`config.mk`:
```
export PLATFORM = sky130hd
export DESIGN_NAME = rtd_xfer
export DESIGN_NICKNAME = d
export VERILOG_FILES = /design/src/rtl/rtd_pkg.sv /design/src/rtl/rtd_decode.sv /design/src/rtl/rtd_prefix.sv /design/src/rtl/rtd_widen.sv /design/src/rtl/rtd_xfer.sv
export SDC_FILE = /design/constraint.sdc
export NUM_CORES = 1
export LEC_CHECK = 0
export BUFFER_PORTS_ARGS = -buffer_cell sky130_fd_sc_hd__buf_2
export CAP_MARGIN = 20
export CORE_MARGIN = 4
export CORE_UTILIZATION = 28
export DETAILED_ROUTE_END_ITERATION = 10
export PLACE_DENSITY = 0.78
export SYNTH_ARGS = -nofsm -noshare
export SYNTH_HDL_FRONTEND = slang
export SYNTH_SLANG_ARGS = --single-unit
```
`constraint.sdc`:
```
create_clock -name clk -period 1.9 [get_ports clk]
set_input_delay 0.19 -clock clk [delete_from_list [all_inputs] [get_ports clk]]
set_output_delay 0.19 -clock clk [all_outputs]
set_load 0.02 [all_outputs]
```
`src/rtl/rtd_pkg.sv`:
```
`timescale 1ns/1ps
package rtd_pkg;
  localparam int INSTR_W   = 16;
  localparam int DATA_W    = 16;
  localparam int BYTE_W    = DATA_W / 2;
  localparam int MOD_W     = 4;
  localparam int NMOD      = 1 << MOD_W;
  localparam int IDX_W     = 5;
  localparam int SRC_LO_W  = BYTE_W - MOD_W;
  localparam int DST_LO_W  = INSTR_W - 1 - BYTE_W - MOD_W;
  localparam int XSRC_W    = IDX_W - SRC_LO_W;
  localparam int XDST_W    = IDX_W - DST_LO_W;
  localparam int FMT_BIT   = INSTR_W - 1;
  localparam int DMOD_LO   = BYTE_W;
  localparam int DIDX_LO   = BYTE_W + MOD_W;
  localparam int PFX_XSRC_LO = 2;
  localparam int PFX_XDST_LO = 3;

  typedef enum logic {SRC_LIT = 1'b0, SRC_REG = 1'b1} src_kind_e;

  typedef struct packed {
    logic [DATA_W-1:0] val;
    logic              narrow;
  } src_word_t;

  // value read from a register slot that does not exist
  function automatic logic [DATA_W-1:0] absent_value(input logic has8,
                                                     input logic [BYTE_W-1:0] pfx);
    return has8 ? {pfx, {BYTE_W{1'b0}}} : {DATA_W{1'b0}};
  endfunction

  // fit a source word to the destination width, then drop unimplemented bits
  function automatic logic [DATA_W-1:0] fit_width(input src_word_t s,
                                                  input logic dst16,
                                                  input logic [BYTE_W-1:0] pfx,
                                                  input logic [DATA_W-1:0] mask);
    logic [DATA_W-1:0] r;
    if (!dst16)
      r = {{(DATA_W-BYTE_W){1'b0}}, s.val[BYTE_W-1:0]};
    else if (s.narrow)
      r = {pfx, s.val[BYTE_W-1:0]};
    else
      r = s.val;
    return r & mask;
  endfunction
endpackage

```
`src/rtl/rtd_decode.sv`:
```
`timescale 1ns/1ps
module rtd_decode
  import rtd_pkg::*;
(
  input  logic [INSTR_W-1:0] instr,
  input  logic [XSRC_W-1:0]  pfx_xsrc,
  input  logic [XDST_W-1:0]  pfx_xdst,
  output src_kind_e          kind,
  output logic [BYTE_W-1:0]  lit,
  output logic [MOD_W-1:0]   smod,
  output logic [IDX_W-1:0]   sidx,
  output logic [MOD_W-1:0]   dmod,
  output logic [IDX_W-1:0]   didx
);
  assign kind = src_kind_e'(instr[FMT_BIT]);
  assign lit  = instr[BYTE_W-1:0];
  assign smod = instr[MOD_W-1:0];
  assign sidx = {pfx_xsrc, instr[MOD_W +: SRC_LO_W]};
  assign dmod = instr[DMOD_LO +: MOD_W];
  assign didx = {pfx_xdst, instr[DIDX_LO +: DST_LO_W]};
endmodule

```
`src/rtl/rtd_prefix.sv`:
```
`timescale 1ns/1ps
module rtd_prefix
  import rtd_pkg::*;
(
  input  logic              clk,
  input  logic              rst_n,
  input  logic              load,
  input  logic [BYTE_W-1:0] load_val,
  output logic [BYTE_W-1:0] pfx_q,
  output logic              pfx_vld
);
  always_ff @(posedge clk) begin
    if (!rst_n) begin
      pfx_q   <= '0;
      pfx_vld <= 1'b0;
    end else if (load) begin
      pfx_q   <= load_val;
      pfx_vld <= 1'b1;
    end else begin
      pfx_q   <= '0;
      pfx_vld <= 1'b0;
    end
  end
endmodule

```
`src/rtl/rtd_widen.sv`:
```
`timescale 1ns/1ps
module rtd_widen
  import rtd_pkg::*;
(
  input  src_kind_e         kind,
  input  logic [BYTE_W-1:0] lit,
  input  logic [DATA_W-1:0] rd_data,
  input  logic [DATA_W-1:0] rd_mask,
  input  logic              rd_is16,
  input  logic              rd_defined,
  input  logic              src_has8,
  input  logic [BYTE_W-1:0] pfx,
  input  logic              dst16,
  input  logic [DATA_W-1:0] dst_mask,
  output logic [BYTE_W-1:0] src_byte,
  output logic [DATA_W-1:0] xfer_data
);
  src_word_t src;

  always_comb begin
    if (kind == SRC_LIT) begin
      src.val    = {{(DATA_W-BYTE_W){1'b0}}, lit};
      src.narrow = 1'b1;
    end else if (rd_defined) begin
      src.val    = rd_data & rd_mask;
      src.narrow = !rd_is16;
    end else begin
      src.val    = absent_value(src_has8, pfx);
      src.narrow = 1'b0;
    end
  end

  assign src_byte  = src.val[BYTE_W-1:0];
  assign xfer_data = fit_width(src, dst16, pfx, dst_mask);
endmodule

```
`src/rtl/rtd_xfer.sv`:
```
`timescale 1ns/1ps
module rtd_xfer
  import rtd_pkg::*;
#(
  parameter logic [MOD_W-1:0] PFX_MOD  = 4'hB,
  parameter logic [IDX_W-1:0] PFX_IDX  = 5'd3,
  parameter logic [NMOD-1:0]  MOD_HAS8 = 16'h0F0F
) (
  input  logic               clk,
  input  logic               rst_n,
  input  logic               instr_valid,
  input  logic [INSTR_W-1:0] instr,
  output logic               rd_en,
  output logic [MOD_W-1:0]   rd_mod,
  output logic [IDX_W-1:0]   rd_idx,
  input  logic [DATA_W-1:0]  rd_data,
  input  logic               rd_is16,
  input  logic               rd_defined,
  input  logic [DATA_W-1:0]  rd_mask,
  output logic               wr_en,
  output logic [MOD_W-1:0]   wr_mod,
  output logic [IDX_W-1:0]   wr_idx,
  output logic [DATA_W-1:0]  wr_data,
  input  logic               wr_is16,
  input  logic               wr_defined,
  input  logic [DATA_W-1:0]  wr_mask,
  output logic               pfx_active,
  output logic [BYTE_W-1:0]  pfx_byte
);
  src_kind_e         kind;
  logic [BYTE_W-1:0] lit;
  logic [BYTE_W-1:0] pfx_q;
  logic              pfx_vld;
  logic [BYTE_W-1:0] src_byte;
  logic              dst_is_pfx;
  logic              pfx_load;
  logic              src_has8;

  rtd_decode u_decode (
    .instr    (instr),
    .pfx_xsrc (pfx_q[PFX_XSRC_LO +: XSRC_W]),
    .pfx_xdst (pfx_q[PFX_XDST_LO +: XDST_W]),
    .kind     (kind),
    .lit      (lit),
    .smod     (rd_mod),
    .sidx     (rd_idx),
    .dmod     (wr_mod),
    .didx     (wr_idx)
  );

  assign src_has8 = MOD_HAS8[rd_mod];

  rtd_widen u_widen (
    .kind       (kind),
    .lit        (lit),
    .rd_data    (rd_data),
    .rd_mask    (rd_mask),
    .rd_is16    (rd_is16),
    .rd_defined (rd_defined),
    .src_has8   (src_has8),
    .pfx        (pfx_q),
    .dst16      (wr_is16),
    .dst_mask   (wr_mask),
    .src_byte   (src_byte),
    .xfer_data  (wr_data)
  );

  assign dst_is_pfx = (wr_mod == PFX_MOD) && (wr_idx == PFX_IDX);
  assign pfx_load   = instr_valid && dst_is_pfx;
  assign wr_en      = instr_valid && wr_defined && !dst_is_pfx;
  assign rd_en      = instr_valid && (kind == SRC_REG);

  rtd_prefix u_prefix (
    .clk      (clk),
    .rst_n    (rst_n),
    .load     (pfx_load),
    .load_val (src_byte),
    .pfx_q    (pfx_q),
    .pfx_vld  (pfx_vld)
  );

  assign pfx_active = pfx_vld;
  assign pfx_byte   = pfx_q;
endmodule

```
Word-level counts from Yosys, hierarchy flattened
Memories as Yosys holds them, arrays and structs flattened.
Cells that the tools add are included.
{"block": "op_classes", "n_lt_le_gt_ge": 1, "eq_ne": 2, "muxes": 7, "bitwise": 2, "n_reduce_logical": 8}
{"op": "16-bit two-way mux", "count": 3}
{"op": "17-bit two-way mux", "count": 2}
{"op": "16-bit bitwise AND", "count": 2}
{"op": "5-bit by 2-bit equality test with 1-bit output (second input constant)", "count": 1}
{"op": "1-bit logical AND", "count": 5}
{"op": "4-bit by 5-bit < comparator with 1-bit output (second input constant)", "count": 1}
{"op": "4-bit equality test (second input constant)", "count": 1}
{"op": "1-bit logical NOT", "count": 2}
{"op": "1-bit two-way mux", "count": 2}
{"op": "2-bit AND reduction", "count": 1}
{"block": "totals", "register_bits": 9, "mem_bits_ro": 16, "in_bits": 71, "word_cells": 23, "memories": 1}
{"name": "(name not given)", "words": 16, "word_bits": 1, "read_ports": 1, "rd_clocked_by_memory_dff": 0, "wr": 0, "line": "rtd_xfer.sv:51", "rtl": "assign src_has8 = MOD_HAS8[rd_mod];"}

Logic depth before layout (Yosys ltp)
{"block": "logic_depth", "depth_word": 8, "depth_mapped": 4, "ltp_nobuf": 3}

Hierarchy
Synthesis repeated with hierarchy kept, for this count alone.
{"block": "unflattened", "hier_cells": 117, "hier_area_um2": 857.1}
{"mod": "rtd_widen", "n_inst": 1, "cells_each": 64, "area_each_um2": 360.3, "seq_area_each_um2": 0.0}
{"mod": "rtd_prefix", "n_inst": 1, "cells_each": 18, "area_each_um2": 237.7, "seq_area_each_um2": 180.2}
{"mod": "rtd_decode", "n_inst": 1, "cells_each": 27, "area_each_um2": 202.7, "seq_area_each_um2": 0.0}
{"mod": "rtd_xfer", "n_inst": 1, "cells_each": 8, "area_each_um2": 56.3, "seq_area_each_um2": 0.0}

Worst setup path before layout
Ideal clock, no wire load.
{"block": "synth_timing", "path_kind": "reg2reg", "start": "register u_prefix.pfx_q[4]", "end": "register u_prefix.pfx_q[0]", "setup_time_ns": 0.064, "t_arrival_ns": 1.456, "t_required_ns": 1.836, "slack_ns": 0.380, "path_stages_with_launch": 5, "synth_period_minus_slack_ns": 1.520, "path_cell_list": "dfxtp_1 > or3b_1 > or4_4 > buf_6 > nor2_1"}
{"block": "synth_between", "elab_chain_cells": 4}
{"item": "start: declaration", "line": "rtd_prefix.sv:9", "rtl": "output logic [BYTE_W-1:0] pfx_q,"}
{"item": "start signal: assignment", "line": "rtd_prefix.sv:17", "rtl": "pfx_q <= load_val;"}
{"item": "5-bit by 2-bit equality test with 1-bit output", "line": "rtd_xfer.sv:68", "rtl": "assign dst_is_pfx = (wr_mod == PFX_MOD) && (wr_idx == PFX_IDX);"}
{"item": "1-bit logical AND", "line": "rtd_xfer.sv:68"}
{"item": "1-bit logical AND", "line": "rtd_xfer.sv:69", "rtl": "assign pfx_load = instr_valid && dst_is_pfx;"}
{"item": "2-bit AND reduction (no line)"}
No other way between the ends.
A chain may end at the register's enable or synchronous reset.

Final worst setup path
{"block": "layout_timing", "start": "register u_prefix.pfx_q[4]", "end": "output wr_en"}
{"block": "layout_between", "elab_chain_cells": 4}
{"item": "5-bit by 2-bit equality test with 1-bit output", "line": "rtd_xfer.sv:68"}
{"item": "1-bit logical AND", "line": "rtd_xfer.sv:68"}
{"item": "1-bit logical NOT", "line": "rtd_xfer.sv:70", "rtl": "assign wr_en = instr_valid && wr_defined && !dst_is_pfx;"}
{"item": "1-bit logical AND", "line": "rtd_xfer.sv:70"}
{"item": "end: declaration", "line": "rtd_xfer.sv:20", "rtl": "output logic wr_en,"}
No other way between the ends.

==> flow_summary.ini <==
[floorplanning]
io_pins = 116
fp-row-count = 18
fp.dieW_um = 58.8
initial_utilization_pct = 29.2
dieArea_um2 = 3460
core_um2 = 2480
die_h_um = 58.8

[drt]
vias = 1049
drt-vias-per-instance = 4.77
routed_wl_um = 2770
ant_nets = 0
drc = 0
initialDrtViolationCount = 61
dr.pass1.iters = 4
routedWlPerCell_um = 12.6

[synth]
synth_area_um2 = 723
synth_ff_type = dfxtp_1
synth_common_cells = buf_4 (19), dfxtp_1 (9), nor2_1 (9)
synth_fa_ha_area_share_pct = 0
syn_avg_cell_area_um2 = 7.78
synth-compound-area-share_pct = 18.2
synth_top_family_by_area = simple AND/OR/NAND/NOR gates
seq_area_frac_synth_pct = 24.9
ys_types = 20
yosysMostFrequentCell = buf_4
yosys.area.top_type_share_pct = 24.9
synth_xor_area_share_pct = 0
synthArstFlopShare_pct = 0
synthCells = 93
yosysTopAreaCell = dfxtp_1
synth_warnings = 0
synth_area_leaders = dfxtp_1 (25%), buf_4 (20%), a32oi_1 (9.7%)
synth_mux_area_share_pct = 1.38
synth_nets = 164
synth-edff-count = 0
yosys.area_share.simple_pct = 31.7
ys_ff_latch = 9

[cells_and_area]
final_nets = 262
fillers = 268
diodes = 0
postLayoutCoreUtil_pct = 48.6
fin_cells = 220
final_layout_size_suffix_gt1_share_pct = 63.7
multi_input_area_um2 = 370
design_area_um2 = 1200
register_area_um2 = 180
area_growth_pct = 66.6

[cts]
cts_tree = yes
clkLatencyLatePin_ns = 0.25
cts_buffers = 3
cts.sinks = 9
cts_root_buf = clkbuf_4
cts_hold_buf = 0
cts_buffer_depth = 2
post-cts-setup-buffers = 0
clk_pin_slew_ns = 0.06
htreeDepth = 1
ctsResizeCount = 0

[pwr]
p_leak_nw = 0.685
powerDensity_nw_per_um2 = 435
vdd_drop_max_v = 0.000264
power_mw = 0.524

[setup_path]
required_ns = 1.71
critPathLaunch = u_prefix.pfx_q[4]$_SDFF_PN0_
r2r_slack_ns = 0.42
worstReg2RegEnd = u_prefix.pfx_q[3]$_SDFF_PN0_
timing.rr.start = u_prefix.pfx_q[4]$_SDFF_PN0_
reg2regPathDepth = 3
path_max_fanout = 4
cp-end-kind = primary output
cp-start-kind = flop
cp-endpoint = wr_en
crit_type = flop to primary output
worstPathArrival_ns = 1.48

[timing]
fmax_mhz = 600
min_period_ns = 1.67
rsz0062_at_grt = no
finalClockSkew_ns = 0.00196
finalHoldViolCount = 0
slew_headroom_pct = 76.0
final.setup.tns_ns = 0
drv_slew = 0
setup_viol = 0
worstMarginPinSlew_ns = 0.360
holdWs_ns = 0.215
worst_slack_ns = 0.234
fin_crit_sh_pct = 87.7

[place]
dpl_cell_area_um2 = 1180
place_ws_ns = 0.392
dp_cells = 216
dp_hpwl_um = 2430
place_congestion = 0.788
portBuffers = 115

[global_route]
grt.total_usage_pct = 16.0
grt_pass1_wl_um = 4300
grt_pass1_vias = 1011
grt.overflow.total = 0
antenna_found_initial = 0
grt_max_degree = 17

[min_path]
hold_class = input pin to flop

[run_status]
status = complete, no violations

[job]
drv_cap = 0
-- cell families (layout without fill, tap and decap cells) --
group                  after synthesis  count (layout)
DFF                                  9               9
AOI/OAI and AO/OA                   17              17
muxes                                1               1
and+or+nand+nor                     41              41
buffers and inverters               25             122
-- per-layer routing --
layer / GRT usage (%) / up-vias / wire [um]
met5: 0 / - / 0
met4: 6.80 / 0 / 23
met3: 3.73 / 2 / 422
met2: 26.8 / 72 / 1270
met1: 19.4 / 450 / 1060
li1: - / 525 / -
-- how the worst min path moves through the flow --
stage,end,cells after the start,slack (ns),startpoint
2_1_floorplan,u_prefix.pfx_q[0]$_SDFF_PN0_,2,0.36,instr[0]
3_3_place_gp,u_prefix.pfx_q[5]$_SDFF_PN0_,3,0.48,instr[5]
3_5_place_dp,u_prefix.pfx_q[5]$_SDFF_PN0_,3,0.47,instr[5]
4_1_cts,u_prefix.pfx_q[4]$_SDFF_PN0_,3,0.21,instr[4]
5_1_grt,u_prefix.pfx_q[4]$_SDFF_PN0_,3,0.23,instr[4]
6_report,u_prefix.pfx_q[5]$_SDFF_PN0_,3,0.22,instr[5]
-- critical path, cell delays in order, from the launching register on --
cell and delay [ns]:
dfxtp_1 0.33, or3b_1 0.40, o311a_2 0.33, buf_2 0.16
-- state kept, by name, summed over array words and instances, names as in the netlist --
register	cells
u_prefix.pfx_q	8
u_prefix.pfx_vld	1
-- cells in the final DEF (no fill, tap or decap), drive strengths merged, types with 2 or more instances in the layout --
master,n
a32oi,8
buf,116
dfxtp,9
o22ai,8
nand3,8
nand4,8
clkbuf,4
nand2,2
nor2,9
nor2b,8
and2,2
-- report_power, final --
group          leakage, nW  internal [mW]  switching (mW)  total, mW
Sequential          0.0725          0.189       0.0000841      0.189
Clock               0.0150         0.0808          0.0650      0.146
Combinational        0.598         0.0889           0.101      0.190
Total                0.685          0.358           0.166      0.524
-- cell type report --
type | instances | share of cell area (%)
multi-input cells | 59 | 30.7
clock buffers | 4 | 2.18
well taps | 30 | 3.12
inverters | 2 | 0.623
repair buffers | 116 | 48.4
flip-flops and latches | 9 | 15.0
No activity file was read; power rests on OpenSTA's default activity.
